## src/rtl/simt_mask_pkg.sv

```systemverilog
package simt_mask_pkg;
  typedef enum logic [1:0] {
    OP_NONE = 2'b00,
    OP_PUSH = 2'b01,
    OP_COMP = 2'b10,
    OP_POP  = 2'b11
  } mask_op_e;
endpackage

```

## src/rtl/simt_mask_ctrl.sv

```systemverilog
module simt_mask_ctrl
  import simt_mask_pkg::*;
#(
  parameter int DEPTH = 8,
  localparam int SP_W = $clog2(DEPTH + 1)
) (
  input  logic            valid_i,
  input  mask_op_e        op_i,
  input  logic [SP_W-1:0] sp_i,
  output logic            push_o,
  output logic            pop_o,
  output logic            upd_o,
  output logic            ovf_evt_o,
  output logic            unf_evt_o
);
  logic full, empty, comp_ok;

  assign full  = (sp_i == SP_W'(DEPTH));
  assign empty = (sp_i == '0);

  always_comb begin
    push_o    = 1'b0;
    pop_o     = 1'b0;
    comp_ok   = 1'b0;
    ovf_evt_o = 1'b0;
    unf_evt_o = 1'b0;
    if (valid_i) begin
      unique case (op_i)
        OP_PUSH: if (full)  ovf_evt_o = 1'b1; else push_o  = 1'b1;
        OP_COMP: if (empty) unf_evt_o = 1'b1; else comp_ok = 1'b1;
        OP_POP:  if (empty) unf_evt_o = 1'b1; else pop_o   = 1'b1;
        default: ;
      endcase
    end
  end

  assign upd_o = push_o | pop_o | comp_ok;
endmodule

```

## src/rtl/simt_mask_store.sv

```systemverilog
module simt_mask_store #(
  parameter int LANES = 32,
  parameter int DEPTH = 8,
  localparam int SP_W = $clog2(DEPTH + 1)
) (
  input  logic             clk_i,
  input  logic             rst_ni,
  input  logic             push_i,
  input  logic             pop_i,
  input  logic [LANES-1:0] wdata_i,
  output logic [LANES-1:0] top_o,
  output logic [SP_W-1:0]  sp_o
);
  logic [LANES-1:0] entry_q [DEPTH];
  logic [SP_W-1:0]  sp_q;

  always_ff @(posedge clk_i or negedge rst_ni) begin
    if (!rst_ni)     sp_q <= '0;
    else if (push_i) sp_q <= sp_q + 1'b1;
    else if (pop_i)  sp_q <= sp_q - 1'b1;
  end

  for (genvar i = 0; i < DEPTH; i++) begin : g_entry
    always_ff @(posedge clk_i or negedge rst_ni) begin
      if (!rst_ni)                            entry_q[i] <= '0;
      else if (push_i && sp_q == SP_W'(i))    entry_q[i] <= wdata_i;
    end
  end

  // top = entry at sp-1; zero when empty
  always_comb begin
    top_o = '0;
    for (int i = 0; i < DEPTH; i++)
      if (sp_q == SP_W'(i + 1)) top_o = entry_q[i];
  end

  assign sp_o = sp_q;
endmodule

```

## src/rtl/simt_mask_next.sv

```systemverilog
module simt_mask_next
  import simt_mask_pkg::*;
#(
  parameter int LANES = 32
) (
  input  mask_op_e         op_i,
  input  logic [LANES-1:0] cur_i,
  input  logic [LANES-1:0] pred_i,
  input  logic [LANES-1:0] top_i,
  output logic [LANES-1:0] next_o
);
  always_comb begin
    unique case (op_i)
      OP_PUSH: next_o = cur_i & pred_i;
      OP_COMP: next_o = top_i & ~cur_i;
      OP_POP:  next_o = top_i;
      default: next_o = cur_i;
    endcase
  end
endmodule

```

## src/rtl/simt_mask_err.sv

```systemverilog
module simt_mask_err (
  input  logic clk_i,
  input  logic rst_ni,
  input  logic ovf_evt_i,
  input  logic unf_evt_i,
  output logic ovf_o,
  output logic unf_o
);
  always_ff @(posedge clk_i or negedge rst_ni) begin
    if (!rst_ni) begin
      ovf_o <= 1'b0;
      unf_o <= 1'b0;
    end else begin
      if (ovf_evt_i) ovf_o <= 1'b1;
      if (unf_evt_i) unf_o <= 1'b1;
    end
  end
endmodule

```

## src/rtl/simt_mask_stack.sv

```systemverilog
module simt_mask_stack
  import simt_mask_pkg::*;
#(
  parameter int LANES = 32,
  parameter int DEPTH = 8,
  localparam int SP_W = $clog2(DEPTH + 1)
) (
  input  logic             clk_i,
  input  logic             rst_ni,
  input  logic             valid_i,
  input  logic [1:0]       op_i,
  input  logic [LANES-1:0] pred_i,
  output logic [LANES-1:0] mask_o,
  output logic             skip_o,
  output logic             ovf_o,
  output logic             unf_o
);
  mask_op_e         op;
  logic [LANES-1:0] mask_q, mask_d, top;
  logic [SP_W-1:0]  sp;
  logic             push, pop, upd, ovf_evt, unf_evt;

  assign op = mask_op_e'(op_i);

  simt_mask_ctrl #(.DEPTH(DEPTH)) u_ctrl (
    .valid_i  (valid_i),
    .op_i     (op),
    .sp_i     (sp),
    .push_o   (push),
    .pop_o    (pop),
    .upd_o    (upd),
    .ovf_evt_o(ovf_evt),
    .unf_evt_o(unf_evt)
  );

  simt_mask_store #(.LANES(LANES), .DEPTH(DEPTH)) u_store (
    .clk_i  (clk_i),
    .rst_ni (rst_ni),
    .push_i (push),
    .pop_i  (pop),
    .wdata_i(mask_q),
    .top_o  (top),
    .sp_o   (sp)
  );

  simt_mask_next #(.LANES(LANES)) u_next (
    .op_i  (op),
    .cur_i (mask_q),
    .pred_i(pred_i),
    .top_i (top),
    .next_o(mask_d)
  );

  simt_mask_err u_err (
    .clk_i    (clk_i),
    .rst_ni   (rst_ni),
    .ovf_evt_i(ovf_evt),
    .unf_evt_i(unf_evt),
    .ovf_o    (ovf_o),
    .unf_o    (unf_o)
  );

  always_ff @(posedge clk_i or negedge rst_ni) begin
    if (!rst_ni)  mask_q <= '1;
    else if (upd) mask_q <= mask_d;
  end

  assign mask_o = mask_q;
  assign skip_o = ~|mask_q;
endmodule

```

## config.mk

```make
export PLATFORM = sky130hd
export DESIGN_NAME = simt_mask_stack
export DESIGN_NICKNAME = d
export VERILOG_FILES = /design/src/rtl/simt_mask_pkg.sv /design/src/rtl/simt_mask_ctrl.sv /design/src/rtl/simt_mask_store.sv /design/src/rtl/simt_mask_next.sv /design/src/rtl/simt_mask_err.sv /design/src/rtl/simt_mask_stack.sv
export SDC_FILE = /design/constraint.sdc
export NUM_CORES = 1
export LEC_CHECK = 0
export BUFFER_PORTS_ARGS = -buffer_cell sky130_fd_sc_hd__buf_2
export CORE_MARGIN = 3
export CORE_UTILIZATION = 45
export CTS_BUF_LIST = sky130_fd_sc_hd__clkbuf_4
export CTS_CLUSTER_SIZE = 24
export DETAILED_ROUTE_END_ITERATION = 16
export HOLD_SLACK_MARGIN = 0.15
export SLEW_MARGIN = 10
export SYNTH_ARGS = -nofsm -noshare
export SYNTH_HDL_FRONTEND = slang
export SYNTH_SLANG_ARGS = --single-unit
```

## constraint.sdc

```tcl
create_clock -name clk_i -period 2.6 [get_ports clk_i]
set_clock_uncertainty 0.1 [all_clocks]
set_input_delay 0.52 -clock clk_i [delete_from_list [all_inputs] [get_ports clk_i]]
set_output_delay 0.52 -clock clk_i [all_outputs]
set_load 0.005 [all_outputs]
```

==> flow_metrics.env <==
export IMPL_die_area_um2=33800
export IMPL_rows=64
export IMPL_cts_sink_count=294
export IMPL_ios=72
export IMPL_cts_clk_slew_worst_paths_ns=0.07
export IMPL_routed_top_layer="met4"
export IMPL_synth_edff_count=0
export IMPL_synth_top_cells_by_area="dfrtp_1 46%, mux2_2 13%, dfstp_2 5.9%"
export IMPL_crit_slowest_cell="dfstp_2"
export IMPL_syn_num_nets=1327
export IMPL_die_w_um=184
export IMPL_core_um2=30900
export IMPL_overflow=0
export IMPL_synth_warnings=0
export IMPL_die_y_um=184
export IMPL_cts_max_path_buffers=3
export IMPL_grt_max_degree=68
export IMPL_drc=0
export IMPL_wl_met2_um=20000
export IMPL_synth_seq_cells=294
export IMPL_worst_pin_slew_ns=0.667
export IMPL_outcome="complete, but fails checks"
export IMPL_cts_root_buf="clkbuf_4"
export IMPL_antenna_found_initial=1
export IMPL_ff2ff_setup_slack_ns=0.21
export IMPL_dp_hpwl_um=26700
export IMPL_drt_wl_total_um=42900
export IMPL_vias=11266
export IMPL_htreeDepth=3
export IMPL_crit_fanout=2
export IMPL_cp_top_family="simple AND/OR/NAND/NOR gates"
export IMPL_placed_area_um2=15300
export IMPL_finalSetupViolCount=1
export IMPL_postSynthCellCount=1286
export IMPL_drt_vias_per_instance=5.96
export IMPL_path_depth=4
export IMPL_synth_cell_area_um2=14200
export IMPL_maxCapViolCount=0
export IMPL_finalHoldViolations=0
export IMPL_drv_slew=0
export IMPL_slew_headroom_pct=55.4
export IMPL_total_leakage_power_nw=8.27
export IMPL_yosysMostFrequentCell="dfrtp_1"
export IMPL_cp_num_buf_inv=1
export IMPL_worstReg2RegStart="u_store.sp_o[1]"
export IMPL_period_needed_ns=2.65
export IMPL_met1_length_um=19100
export IMPL_irDropWorstVdd_mv=0.550
export IMPL_port_buffers=71
export IMPL_r2r_end="mask_o[16]"
export IMPL_layout_drive_gt1_share_pct=34.6
export IMPL_violations="setup timing"
export IMPL_area_delta_synth_final_pct=18.3
export IMPL_yosysTopAreaCellShare_pct=46.0
export IMPL_period_share_pct=102
export IMPL_rr_worst_depth=6
export IMPL_fin_cells=1890
export IMPL_grt_pass1_vias=11517
export IMPL_hold_path_class="primary input to async pin"
export IMPL_track_usage_pct=25.5
export IMPL_cts_tree="done"
export IMPL_wl_met3_um=2680
export IMPL_synth_top_cell_by_area="dfrtp_1"
export IMPL_critical_path_class="flip-flop to output port"
export IMPL_cp_arrival_ns=2.03
export IMPL_synthDistinctLibCells=46
export IMPL_critPathLaunchType="flip-flop"
export IMPL_rsz0062_at_grt="true"
export IMPL_required_ns=1.98
export IMPL_cts_made_buffers=82
export IMPL_antenna_left=0
export IMPL_drt_wirelength_per_cell_um=22.7
export IMPL_ys_flop_type="dfrtp_1"
export IMPL_dp_cells=1701
export IMPL_cp_end_kind="output port"
export IMPL_fin_area_um2=16800
export IMPL_grt_pass1_wl_um=66900
export IMPL_clock_latency_ns=0.68
export IMPL_worstSetupStartpoint="mask_o[15]"
export IMPL_timing_fmax_mhz=377
export IMPL_p_per_area_nw_per_um2=1180
export IMPL_layout_setup_ws_ns=-0.0542
export IMPL_first_pass_iters=7
export IMPL_initial_utilization_pct=46.1
export IMPL_ys_seq_area_share_pct=52.0
export IMPL_synth_avg_cell_area_um2=11.1
export IMPL_crit_chain="nor4_4 -> nand4_1 -> nor2_2 -> buf_2"
export IMPL_synthArstFlopShare_pct=100
export IMPL_drt_iter0_drc=936
export IMPL_crit_path_end="skip_o"
export IMPL_place_gp_congestion=0.831
export IMPL_fin_nets=1467
export IMPL_synth_common_cells="262 x dfrtp_1, 165 x mux2_2, 89 x inv_1"
export IMPL_slowest_delay_ns=0.39
[worst min path at each step]
stage	end	slack [ns]	cells after the start
after floorplan	u_err.ovf_o	0.12	0
after global placement	u_store.entry_q[228]	0.36	1
final	u_store.entry_q[3]	0.24	2
after global routing	u_store.entry_q[3]	0.23	2
after detailed placement	u_store.entry_q[228]	0.36	1
after CTS	u_store.entry_q[3]	0.20	2
[final cells by class]
type | count | area (um2)
fillers | 2739 | 14100
flip-flops and latches | 294 | 7400
well taps | 396 | 495
multi-input cells | 777 | 6120
repair buffers | 182 | 1410
clock inverters | 15 | 61.3
diodes | 1 | 2.50
clock buffers | 136 | 1020
inverters | 89 | 334
[stage by stage]
step / hold WS, ns / setup slack, ns / TNS [ns] / utilization, % / total power, mW
floorplan: 0.124 / 0.701 / 0 / - / 12.3
global placement: 0.359 / 0.195 / 0 / 49.5 / 15.1
detailed placement: 0.363 / 0.230 / 0 / 49.5 / 15.3
CTS: 0.205 / -0.112 / -0.112 / 54.4 / 19.9
global route: 0.229 / -0.123 / -0.123 / 54.5 / 21.1
finish: 0.243 / -0.0542 / -0.0542 / 54.5 / 19.8
[placed cells by master (no fill, tap or decap), types with 34 or more instances in the layout]
cell           netlist  final
buf_2               51     70
dfrtp_1            262    262
a221oi_1            44     44
nand2_1             72     64
dlygate4sd3_1        0     34
o21ai_0             43     43
nor2_1              46     45
inv_1               89     89
mux2i_1             52     52
clkbuf_4             0    136
mux2_2             165    165
buf_4                1     67
a21oi_1             55     55
o22ai_1             52     52
[cell families after synthesis]
kind of cell               Yosys count  synth area share [%]
adders and majority gates            4                 0.352
muxes                              227                  17.5
AOI/OAI and AO/OA                  342                  16.8
DFF                                294                  52.0
and+or+nand+nor                    201                  7.04
xor gates and xnor gates             3                 0.185
buffers and inverters              215                  6.14
[where the power goes]
group	internal, mW	leakage [nW]	switching, mW
sequential	6.45	3.72	1.48
clock	2.35	0.664	1.95
combinational	3.29	3.88	4.32
[state kept, by name, indices dropped and copies added (netlist names)]
| name | cells |
|---|---|
| u_store.entry_q | 256 |
| mask_o | 32 |
| u_err.unf_o | 1 |
| u_err.ovf_o | 1 |
| u_store.sp_o | 4 |
[worst reg2reg max path: stages, from the launching register on]
cell,delay (ns)
dfrtp_1,0.51
ha_4,0.41
nand2b_2,0.37
buf_4,0.27
o22ai_1,0.11
a21o_1,0.19
a211oi_1,0.31
[per-layer routing]
layer,track usage [%],vias up
met1,35.0,5710
met4,9.46,0
met5,0,-
met2,40.5,412
met3,5.03,82
li1,-,5062
[repair_timing]
| item | in CTS | in global routing |
|---|---|---|
| hold endpoints to repair | 299 | 0 |
| hold buffers | 34 | 0 |
| resized for setup | 10 | 3 |
| buffers inserted | 3 | 0 |
| setup endpoints to repair | 1 | 2 |
| pin swaps | 3 | 1 |
No activity file was read; power rests on OpenSTA's default activity.
